$ cat src/rtl/osc_mon_pkg.sv
package osc_mon_pkg;

    // Verdict of one completed gate window.
    typedef struct packed {
        logic under;
        logic over;
    } verdict_t;

    // Phase of the gate timer.
    typedef enum logic [1:0] {
        GATE_OFF  = 2'd0,
        GATE_RUN  = 2'd1,
        GATE_LAST = 2'd2
    } gate_phase_t;

    // Edge count that corresponds to a frequency over a gate of given length.
    function automatic int unsigned edge_limit(longint unsigned hz,
                                               longint unsigned gate,
                                               longint unsigned ref_hz);
        longint unsigned prod;
        prod = hz * gate;
        return int'(prod / ref_hz);
    endfunction

    // Width needed to hold every edge count a window can produce.
    function automatic int unsigned count_width(int unsigned gate);
        return $clog2(gate + 2);
    endfunction

    // Saturating increment by a single bit.
    function automatic logic [31:0] sat_add(logic [31:0] a, logic inc,
                                            logic [31:0] max);
        if (inc && (a != max)) begin
            return a + 32'd1;
        end
        return a;
    endfunction

endpackage

$ cat src/rtl/osc_sync.sv
module osc_sync #(
    parameter int unsigned STAGES = 2
) (
    input  logic clk_i,
    input  logic rst_i,
    input  logic async_i,
    output logic sync_o
);
    logic [STAGES-1:0] chain_q;

    generate
        for (genvar s = 0; s < STAGES; s++) begin : g_stage
            if (s == 0) begin : g_first
                always_ff @(posedge clk_i) begin
                    if (rst_i) chain_q[0] <= 1'b0;
                    else       chain_q[0] <= async_i;
                end
            end else begin : g_next
                always_ff @(posedge clk_i) begin
                    if (rst_i) chain_q[s] <= 1'b0;
                    else       chain_q[s] <= chain_q[s-1];
                end
            end
        end
    endgenerate

    assign sync_o = chain_q[STAGES-1];
endmodule

$ cat src/rtl/osc_gate_timer.sv
module osc_gate_timer
    import osc_mon_pkg::*;
#(
    parameter int unsigned GATE_CYCLES = 1600
) (
    input  logic clk_i,
    input  logic rst_i,
    input  logic en_i,
    output logic win_end_o
);
    localparam int unsigned TW = $clog2(GATE_CYCLES + 1);
    localparam logic [TW-1:0] LAST = TW'(GATE_CYCLES - 1);

    logic [TW-1:0] tick_q;
    gate_phase_t   phase;

    always_comb begin
        if (!en_i)               phase = GATE_OFF;
        else if (tick_q == LAST) phase = GATE_LAST;
        else                     phase = GATE_RUN;
    end

    always_ff @(posedge clk_i) begin
        if (rst_i) begin
            tick_q <= '0;
        end else begin
            unique case (phase)
                GATE_OFF:  tick_q <= '0;
                GATE_LAST: tick_q <= '0;
                default:   tick_q <= tick_q + TW'(1);
            endcase
        end
    end

    assign win_end_o = (phase == GATE_LAST);
endmodule

$ cat src/rtl/osc_edge_counter.sv
module osc_edge_counter
    import osc_mon_pkg::*;
#(
    parameter int unsigned CNT_W = 11
) (
    input  logic             clk_i,
    input  logic             rst_i,
    input  logic             en_i,
    input  logic             sig_i,
    input  logic             win_end_i,
    output logic [CNT_W-1:0] count_o,
    output logic [CNT_W-1:0] total_o
);
    localparam logic [31:0] CNT_MAX = 32'((64'd1 << CNT_W) - 64'd1);

    logic             prev_q;
    logic             rise;
    logic [CNT_W-1:0] cnt_q;
    logic [31:0]      sum;

    // The previous sample tracks the input while disabled, so enabling
    // never creates a false edge.
    always_ff @(posedge clk_i) begin
        if (rst_i) prev_q <= 1'b0;
        else       prev_q <= sig_i;
    end

    assign rise = en_i && sig_i && !prev_q;
    assign sum  = sat_add(32'(cnt_q), rise, CNT_MAX);

    always_ff @(posedge clk_i) begin
        if (rst_i || !en_i) begin
            cnt_q <= '0;
        end else if (win_end_i) begin
            cnt_q <= '0;
        end else begin
            cnt_q <= CNT_W'(sum);
        end
    end

    assign count_o = cnt_q;
    assign total_o = CNT_W'(sum);
endmodule

$ cat src/rtl/osc_window_judge.sv
module osc_window_judge
    import osc_mon_pkg::*;
#(
    parameter int unsigned CNT_W  = 11,
    parameter int unsigned LO_CNT = 4,
    parameter int unsigned HI_CNT = 100
) (
    input  logic [CNT_W-1:0] total_i,
    output verdict_t         verdict_o
);
    localparam logic [31:0] LO = 32'(LO_CNT);
    localparam logic [31:0] HI = 32'(HI_CNT);

    always_comb begin
        verdict_o.under = (32'(total_i) < LO);
        verdict_o.over  = (32'(total_i) > HI);
    end
endmodule

$ cat src/rtl/osc_window_mon.sv
module osc_window_mon
    import osc_mon_pkg::*;
#(
    parameter int unsigned REF_HZ      = 16_000_000,
    parameter int unsigned GATE_CYCLES = 1600,
    parameter int unsigned LO_HZ       = 40_000,
    parameter int unsigned HI_HZ       = 1_000_000,
    parameter int unsigned SYNC_STAGES = 2
) (
    input  logic clk_i,
    input  logic rst_i,
    input  logic mon_en_i,
    input  logic osc_i,
    input  logic flag_wr_i,
    input  logic flag_wdata_i,
    output logic fault_o
);
    localparam int unsigned CNT_W  = count_width(GATE_CYCLES);
    localparam int unsigned LO_CNT = edge_limit(LO_HZ, GATE_CYCLES, REF_HZ);
    localparam int unsigned HI_CNT = edge_limit(HI_HZ, GATE_CYCLES, REF_HZ);

    logic             osc_sync;
    logic             win_end;
    logic [CNT_W-1:0] edge_cnt;
    logic [CNT_W-1:0] edge_total;
    verdict_t         verdict;
    logic             violation;
    logic             fault_q;

    osc_sync #(.STAGES(SYNC_STAGES)) sync_i (
        .clk_i   (clk_i),
        .rst_i   (rst_i),
        .async_i (osc_i),
        .sync_o  (osc_sync)
    );

    osc_gate_timer #(.GATE_CYCLES(GATE_CYCLES)) gate_i (
        .clk_i     (clk_i),
        .rst_i     (rst_i),
        .en_i      (mon_en_i),
        .win_end_o (win_end)
    );

    osc_edge_counter #(.CNT_W(CNT_W)) cnt_i (
        .clk_i     (clk_i),
        .rst_i     (rst_i),
        .en_i      (mon_en_i),
        .sig_i     (osc_sync),
        .win_end_i (win_end),
        .count_o   (edge_cnt),
        .total_o   (edge_total)
    );

    osc_window_judge #(
        .CNT_W  (CNT_W),
        .LO_CNT (LO_CNT),
        .HI_CNT (HI_CNT)
    ) judge_i (
        .total_i   (edge_total),
        .verdict_o (verdict)
    );

    assign violation = verdict.under | verdict.over;

    // A new fault wins over a clear in the same cycle.
    always_ff @(posedge clk_i) begin
        if (rst_i) begin
            fault_q <= 1'b0;
        end else if (mon_en_i && win_end && violation) begin
            fault_q <= 1'b1;
        end else if (flag_wr_i && !flag_wdata_i) begin
            fault_q <= 1'b0;
        end
    end

    assign fault_o = fault_q;
endmodule

$ cat config.mk
export PLATFORM = sky130hd
export DESIGN_NAME = osc_window_mon
export DESIGN_NICKNAME = d
export VERILOG_FILES = /design/src/rtl/osc_mon_pkg.sv /design/src/rtl/osc_sync.sv /design/src/rtl/osc_gate_timer.sv /design/src/rtl/osc_edge_counter.sv /design/src/rtl/osc_window_judge.sv /design/src/rtl/osc_window_mon.sv
export SDC_FILE = /design/constraint.sdc
export NUM_CORES = 1
export LEC_CHECK = 0
export ABC_AREA = 1
export BUFFER_PORTS_ARGS = -buffer_cell sky130_fd_sc_hd__buf_4
export CAP_MARGIN = 40
export CORE_MARGIN = 5
export CORE_UTILIZATION = 26
export CTS_BUF_LIST = sky130_fd_sc_hd__clkbuf_4
export DETAILED_ROUTE_END_ITERATION = 16
export SYNTH_ARGS = -nofsm -noshare
export SYNTH_HDL_FRONTEND = slang
export SYNTH_SLANG_ARGS = --single-unit
$ cat constraint.sdc
create_clock -name clk_i -period 3.3 [get_ports clk_i]
set_input_delay 0.66 -clock clk_i [delete_from_list [all_inputs] [get_ports clk_i]]
set_output_delay 0.66 -clock clk_i [all_outputs]
set_load 0.05 [all_outputs]
# [After elaboration in Yosys (flattened, before gate mapping)]
# Index checks and enable logic that the tools add are counted.
[op_classes] n_eq_ne=3 n_addsub=2 n_mux=7 magnitude_cmp=2 reduce_logical=14 n_bitwise=1
[ops] cell="$add A11 B1 Y11 const B" count=2
[ops] cell="$mux W11" count=2
[ops] cell="$eq A11 B11 Y1 const B" count=1
[ops] cell="$gt A11 B7 Y1 const B" count=1
[ops] cell="$lt A11 B3 Y1 const B" count=1
[ops] cell="$ne A11 B11 Y1 const B" count=1
[ops] cell="$logic_and A1 B1 Y1" count=6
[ops] cell="$mux W2" count=2
[ops] cell="$logic_not A1 Y1" count=3
[ops] cell="$mux W1" count=3
[ops] cell="$reduce_or A3 Y1" count=1
[ops] cell="$eq A2 B2 Y1 const B" count=1
[ops] cell="$logic_not A2 Y1" count=1
[ops] cell="$reduce_bool A2 Y1" count=1
[ops] cell="$reduce_or A2 Y1" count=1
[ops] cell="$logic_or A1 B1 Y1" count=1
[ops] cell="$or A1 B1 Y1" count=1
[word_totals] regBits=26 inputBits=6 out_inout_bits=1 elab_cells=35

# [Logic depth before layout (Yosys ltp)]
[depth] ltp_word=9 ltp_mapped=14 depth_no_buf=14

# [Cells and area by module]
# Synthesis repeated with hierarchy kept, for this count alone.
[unflattened] cells_unflattened=218 hier_area_um2=1431.4
[modules_own_cells] module="osc_edge_counter" n_inst=1 seq_area_each_um2=240.2 cells_each=115 area_per_inst_um2=732.0
[modules_own_cells] module="osc_gate_timer" n_inst=1 seq_area_each_um2=220.2 cells_each=71 area_per_inst_um2=516.7
[modules_own_cells] module="osc_window_judge" n_inst=1 seq_area_each_um2=0.0 cells_each=15 area_per_inst_um2=65.1
[modules_own_cells] module="osc_window_mon" n_inst=1 seq_area_each_um2=20.0 cells_each=11 area_per_inst_um2=62.6
[modules_own_cells] module="osc_sync" n_inst=1 seq_area_each_um2=40.0 cells_each=6 area_per_inst_um2=55.1

# [Worst setup path before layout]
# Ideal clock, no wire load.
[synth_timing] path_type="input -> register" startpoint="in mon_en_i" endpoint="reg fault_q, in the netlist fault_o" setup_time_ns=0.120 n_path_buf=0 slack_ns=1.594 cell_stages=11 required_time_ns=3.180 arrival_ns=1.586 cell_sequence="nand2_1 -> nor2_4 -> inv_1 -> nor2_4 -> nand2_1 -> nand2_1 -> nand3_1 -> nor2_1 -> nand3_1 -> nand2_1 -> a21oi_2"
[synth_via] elab_chain_cells=9 elab_cells_between_ends=14 classes_between="order compare: 2; eq/ne: 1; mux: 4; bitwise: 1; reduce/logical: 6"
[synth_rtl] element="from (decl)" line="osc_window_mon.sv:12" source="input logic mon_en_i,"
[synth_rtl] element="$logic_and A1 B1 Y1 (2 in series)" line="osc_edge_counter.sv:28" source="assign rise = en_i && sig_i && !prev_q;"
[synth_rtl] element="$logic_and A1 B1 Y1" line="osc_mon_pkg.sv:33" source="if (inc && (a != max)) begin"
[synth_rtl] element="$mux W1" line="osc_mon_pkg.sv:33"
[synth_rtl] element="$mux W11" line="osc_mon_pkg.sv:36" source="return a;"
[synth_rtl] element="$lt A11 B3 Y1 / $gt A11 B7 Y1 (equally long branches)" line="osc_window_judge.sv:15, osc_window_judge.sv:16"
[synth_rtl] element="$or A1 B1 Y1" line="osc_window_mon.sv:63" source="assign violation = verdict.under | verdict.over;"
[synth_rtl] element="$logic_and A1 B1 Y1 *" line="osc_window_mon.sv:69" source="end else if (mon_en_i && win_end && violation) begin"
[synth_rtl] element="$mux W1 / $reduce_bool A2 Y1 (equally long branches)"
[synth_rtl] element="to (signal assigned)" line="osc_window_mon.sv:68" source="fault_q <= 1'b0;"
[synth_rtl] element="to (signal assigned)" line="osc_window_mon.sv:70" source="fault_q <= 1'b1;"
[synth_rtl] element="to (signal assigned)" line="osc_window_mon.sv:72" source="fault_q <= 1'b0;"
[synth_rtl] element="to (decl)" line="osc_window_mon.sv:28" source="logic fault_q;"
# Every way passes the cells marked *; elsewhere a longest branch is shown, timed or not.
# A chain may end at the register's enable or synchronous reset.

# [Worst setup path in the final report]
[layout_timing] startpoint="reg cnt_i.cnt_q[0], in the netlist cnt_i.count_o[0]" endpoint="reg fault_q, in the netlist fault_o"
[layout_via] elab_chain_cells=8 elab_cells_between_ends=12 classes_between="add/sub: 1; order compare: 2; eq/ne: 1; mux: 4; bitwise: 1; reduce/logical: 3"
[layout_rtl] element="from (decl)" line="osc_edge_counter.sv:18" source="logic [CNT_W-1:0] cnt_q;"
[layout_rtl] element="from (signal assigned)" line="osc_edge_counter.sv:37" source="cnt_q <= CNT_W'(sum);"
[layout_rtl] element="branches (longest 3 deep; another with $add A11 B1 Y11)"
[layout_rtl] element="$mux W11 *" line="osc_mon_pkg.sv:36"
[layout_rtl] element="$lt A11 B3 Y1 / $gt A11 B7 Y1 (equally long branches)" line="osc_window_judge.sv:15, osc_window_judge.sv:16"
[layout_rtl] element="$or A1 B1 Y1 *" line="osc_window_mon.sv:63"
[layout_rtl] element="$logic_and A1 B1 Y1 *" line="osc_window_mon.sv:69"
[layout_rtl] element="$mux W1 / $reduce_bool A2 Y1 (equally long branches)"
# Mark *: on every way between the ends. The select of a mux whose other input is x is not followed.

==> results list <==
- Detailed-placement wirelength estimate: between 1500 and 2000 um
* Sequential cell area in the final layout: 520 sq um
* Crit path arrival time: between 2 and 2.5 ns
- Core Region: between 0.005 and 0.006 sq mm
- Slowest cell delay on critical path: ~0.42 ns
* Final setup skew: between 0.004 and 0.005 ns
- The initial utilization of the core area, before any placement, comes to 0.263.
- Maximum number of pins on one net before global-route repair: 22
* Vias in the first global route: 1068
* Per-instance average area after synthesis: 6.74 sq um
- Counting stages on the worst path, the most repeated cell is nand2_1.
* Die area: 0.00663 sq mm
* Pins Over Slew Limit: 0
- Count of cell types in the netlist: 24
- Achievable frequency: between 0.5 and 0.6 GHz
- In this run the tightest slew margin relative to its limit is 0.534.
- Compared with the post-synthesis result, the final layout area differs by 11.4%.
* Number of buffers between clock root and the deepest sink: 2
* Areal power density over the cells: between 300 and 400 mW/mm^2
* Worst setup slack after placement: around 1.3 ns
- Count of final hold-check violations: 0
- Setup repair after global routing left no endpoint under its margin.
- The cell sitting at the root of the clock tree is a clkbuf_4.
- Crit path time final: between 1.5 and 2 ns
* Sequential area share after synthesis: 0.392
- Yosys printed 0 warnings.
- Die Span Y: 81.5 um
* Port bufs: 6
* Vias per std cell: approximately 4.1
- Leak pwr: roughly 0.59 nW
- Startpoint kind of the worst setup timing path: flip-flop
- Net count after synthesis: 205
- Critical path's slowest cell: dfxtp_1
- Overall routing resource usage: 0.0800
- Portion of netlist area occupied by mux cells: 0
- The area fraction in compound gates after synthesis came to 0.0594.
* Minimum setup slack in the final design: approximately 1.4 ns
- Dividing the detail-routed wire length by the instance count gives 8.52 um.
- Count of buffer and inverter cells on the critical path: 1
* Detailed router's first-iteration violation count: around 130
- Leading cell types in the layout, fill and taps excluded: 52 x nand2_1, 31 x inv_1, 31 x nor2_1
- TritonCTS clock tree: built
- In this run, synthesis produced a sequential element count of 26.
* Global-route wire length before repair: between 4000 and 5000 um
- Across the VDD grid, the largest voltage drop is 0.242 mV.
- Clock-pin slew was measured on the worst setup and hold paths at approximately 0.13 ns.
- DRT Pass-1 Iters: 4
- The number of gates resized after CTS was 0.
* Share of final-layout standard cells stronger than drive strength 1: 0.0976
* Slew at the pin closest to its max-slew limit: roughly 0.70 ns
- Of the total synthesized cell area, the portion taken by AND, OR, NAND and NOR gates is 0.403.
- Max-capacitance violation count: 0
- Summing over every cut layer, the via total after detailed routing is 1132.
* Synthesized area: 0.00133 sq mm
- Summed over all layers, the routed wires come to between 2000 and 2500 um.
- Most common cell after layout, fill and taps aside: nand2_1
- For the worst-skew pair, the clock arrives at the later sink with an insertion delay of between 0.3 and 0.4 ns.
* Number of I/O pins: 7
* Fillcell total: 554
* DRC violations left: 0
- Final global-route overflow total: 0
- Final nets: between 200 and 250
- The worst hold path belongs to the class reg -> reg.
- Routability-driven placement finished with a final weighted congestion of approximately 0.80.
- Row count: 26
- Total inserted antenna cells: 0
- The cell count after synthesis came out at a little under 200.
* Htree depth: 1
- Hold-fix buffers, CTS: 0
- At the worst endpoint, the required time is 3.52 ns.
- In this run, CTS created clock tree buffers numbering 3.
- Area share of fa/ha/maj cells after synthesis: 0.0189
* CP delay by family, top: simple AND/OR/NAND/NOR gates
- Antenna violations before repair: 0
- Multi-input gate area: approximately 700 sq um
- Xor and xnor area share after synthesis: 0.0330
- The clock net in this run drives a total of 26 sinks.
- Critical Path Sink Type: flip-flop
- Remaining number of nets flagged by the antenna check after routing: 0
* Aggregate negative setup slack: 0 ns
- Die outline width: ~81 um
- The flow ran to the end, and the final reports show no timing, DRC or antenna violations.
- Post-CTS repair timing setup buffer count: 0
- Final clock period utilization by the worst path: 0.565
- By startpoint and endpoint, the worst setup path is classified as reg -> reg.
* Number of endpoints failing setup at the final stage: 0
* Critical Path Fanout Max: 10
* Main combinational cell family by area after synthesis: simple AND/OR/NAND/NOR gates
* Critical Path, Cell by Cell: ha_1 > nand2_1 > nor2_4 > nand3_4 > nand2_4 > inv_1 > nand2_1 > nand3_1 > nor2_1 > nand3_1 > nand2_1 > a21oi_2
## flip-flops by register name, summed over array words and instances, names as in the netlist
| register | count |
|---|---|
| cnt_i.count_o | 11 |
| fault_o | 1 |
| sync_i.sync_o | 1 |
| gate_i.tick_q | 11 |
| sync_i.chain_q | 1 |
| cnt_i.prev_q | 1 |
## synthesized netlist by cell type (all sizes together)
master / n / area [sq um]
a21oi: 9 / 48.8
clkbuf: 2 / 7.51
dfxtp: 26 / 521
ha: 2 / 25.0
inv: 31 / 116
nand2: 54 / 213
nand3: 15 / 87.6
nand3b: 1 / 7.51
nand4: 4 / 25.0
nor2: 37 / 169
nor3: 4 / 20.0
nor3b: 1 / 7.51
o211ai: 1 / 7.51
o21a: 1 / 7.51
o21ai: 3 / 15.0
or2: 1 / 6.26
xnor2: 1 / 8.76
xor2: 4 / 35.0
## cells by family (layout without fill, tap and decap cells)
group / Yosys count / after routing
and+or+nand+nor: 117 / 117
buffers and inverters: 33 / 41
DFF: 26 / 26
AOI/OAI and AO/OA: 14 / 14
xor gates and xnor gates: 5 / 5
adders and majority gates: 2 / 2
## per-stage QoR
stage,util,instance area [sq um],total power [mW],std cells,hold WS (ns)
after detailed placement,0.288,1450,0.345,271,0.405
after global placement,0.288,1450,0.345,271,0.391
after floorplan,-,1330,0.337,197,0.388
after CTS,0.293,1480,0.483,275,0.424
after global routing,0.293,1480,0.496,275,0.443
final,0.293,1480,0.471,275,0.420
## worst paths after layout
check                    start            end  slack (ns)  cells past startpoint
max           cnt_i.count_o[0]        fault_o        1.44                     12
min          sync_i.chain_q[0]  sync_i.sync_o        0.42                      2
max reg2reg   cnt_i.count_o[0]        fault_o        1.44                     12
min reg2reg  sync_i.chain_q[0]  sync_i.sync_o        0.42                      2
## where the power goes
group	internal (mW)	switching [mW]
Sequential	0.317	0.00174
Clock	0.0442	0.0892
Combinational	0.00750	0.0114
## worst min-delay path: cells and delay by family (launching register included)
kind / cells / cell delay [ns]
buf+inv: 1 / 0.04
simple gates: 1 / 0.03
flops: 1 / 0.32
## cell type report
| class | count | area share |
|---|---|---|
| Multi-Input combinational cell | 138 | 0.462 |
| Inverter | 31 | 0.0787 |
| Clock buffer | 3 | 0.0152 |
| Tap cell | 70 | 0.0592 |
| Timing Repair Buffer | 6 | 0.0305 |
| Sequential cell | 26 | 0.352 |
| Clock inverter | 1 | 0.00254 |
## per-layer routing
metal / track usage / routed length, um / vias to the layer above
li1: - / - / 623
met5: 0 / 0 / -
met2: 0.145 / 1120 / 16
met3: 0.0230 / 84 / 2
met4: 0.0152 / 9 / 0
met1: 0.0936 / 1130 / 491
Power figures use the tool's default switching activity.
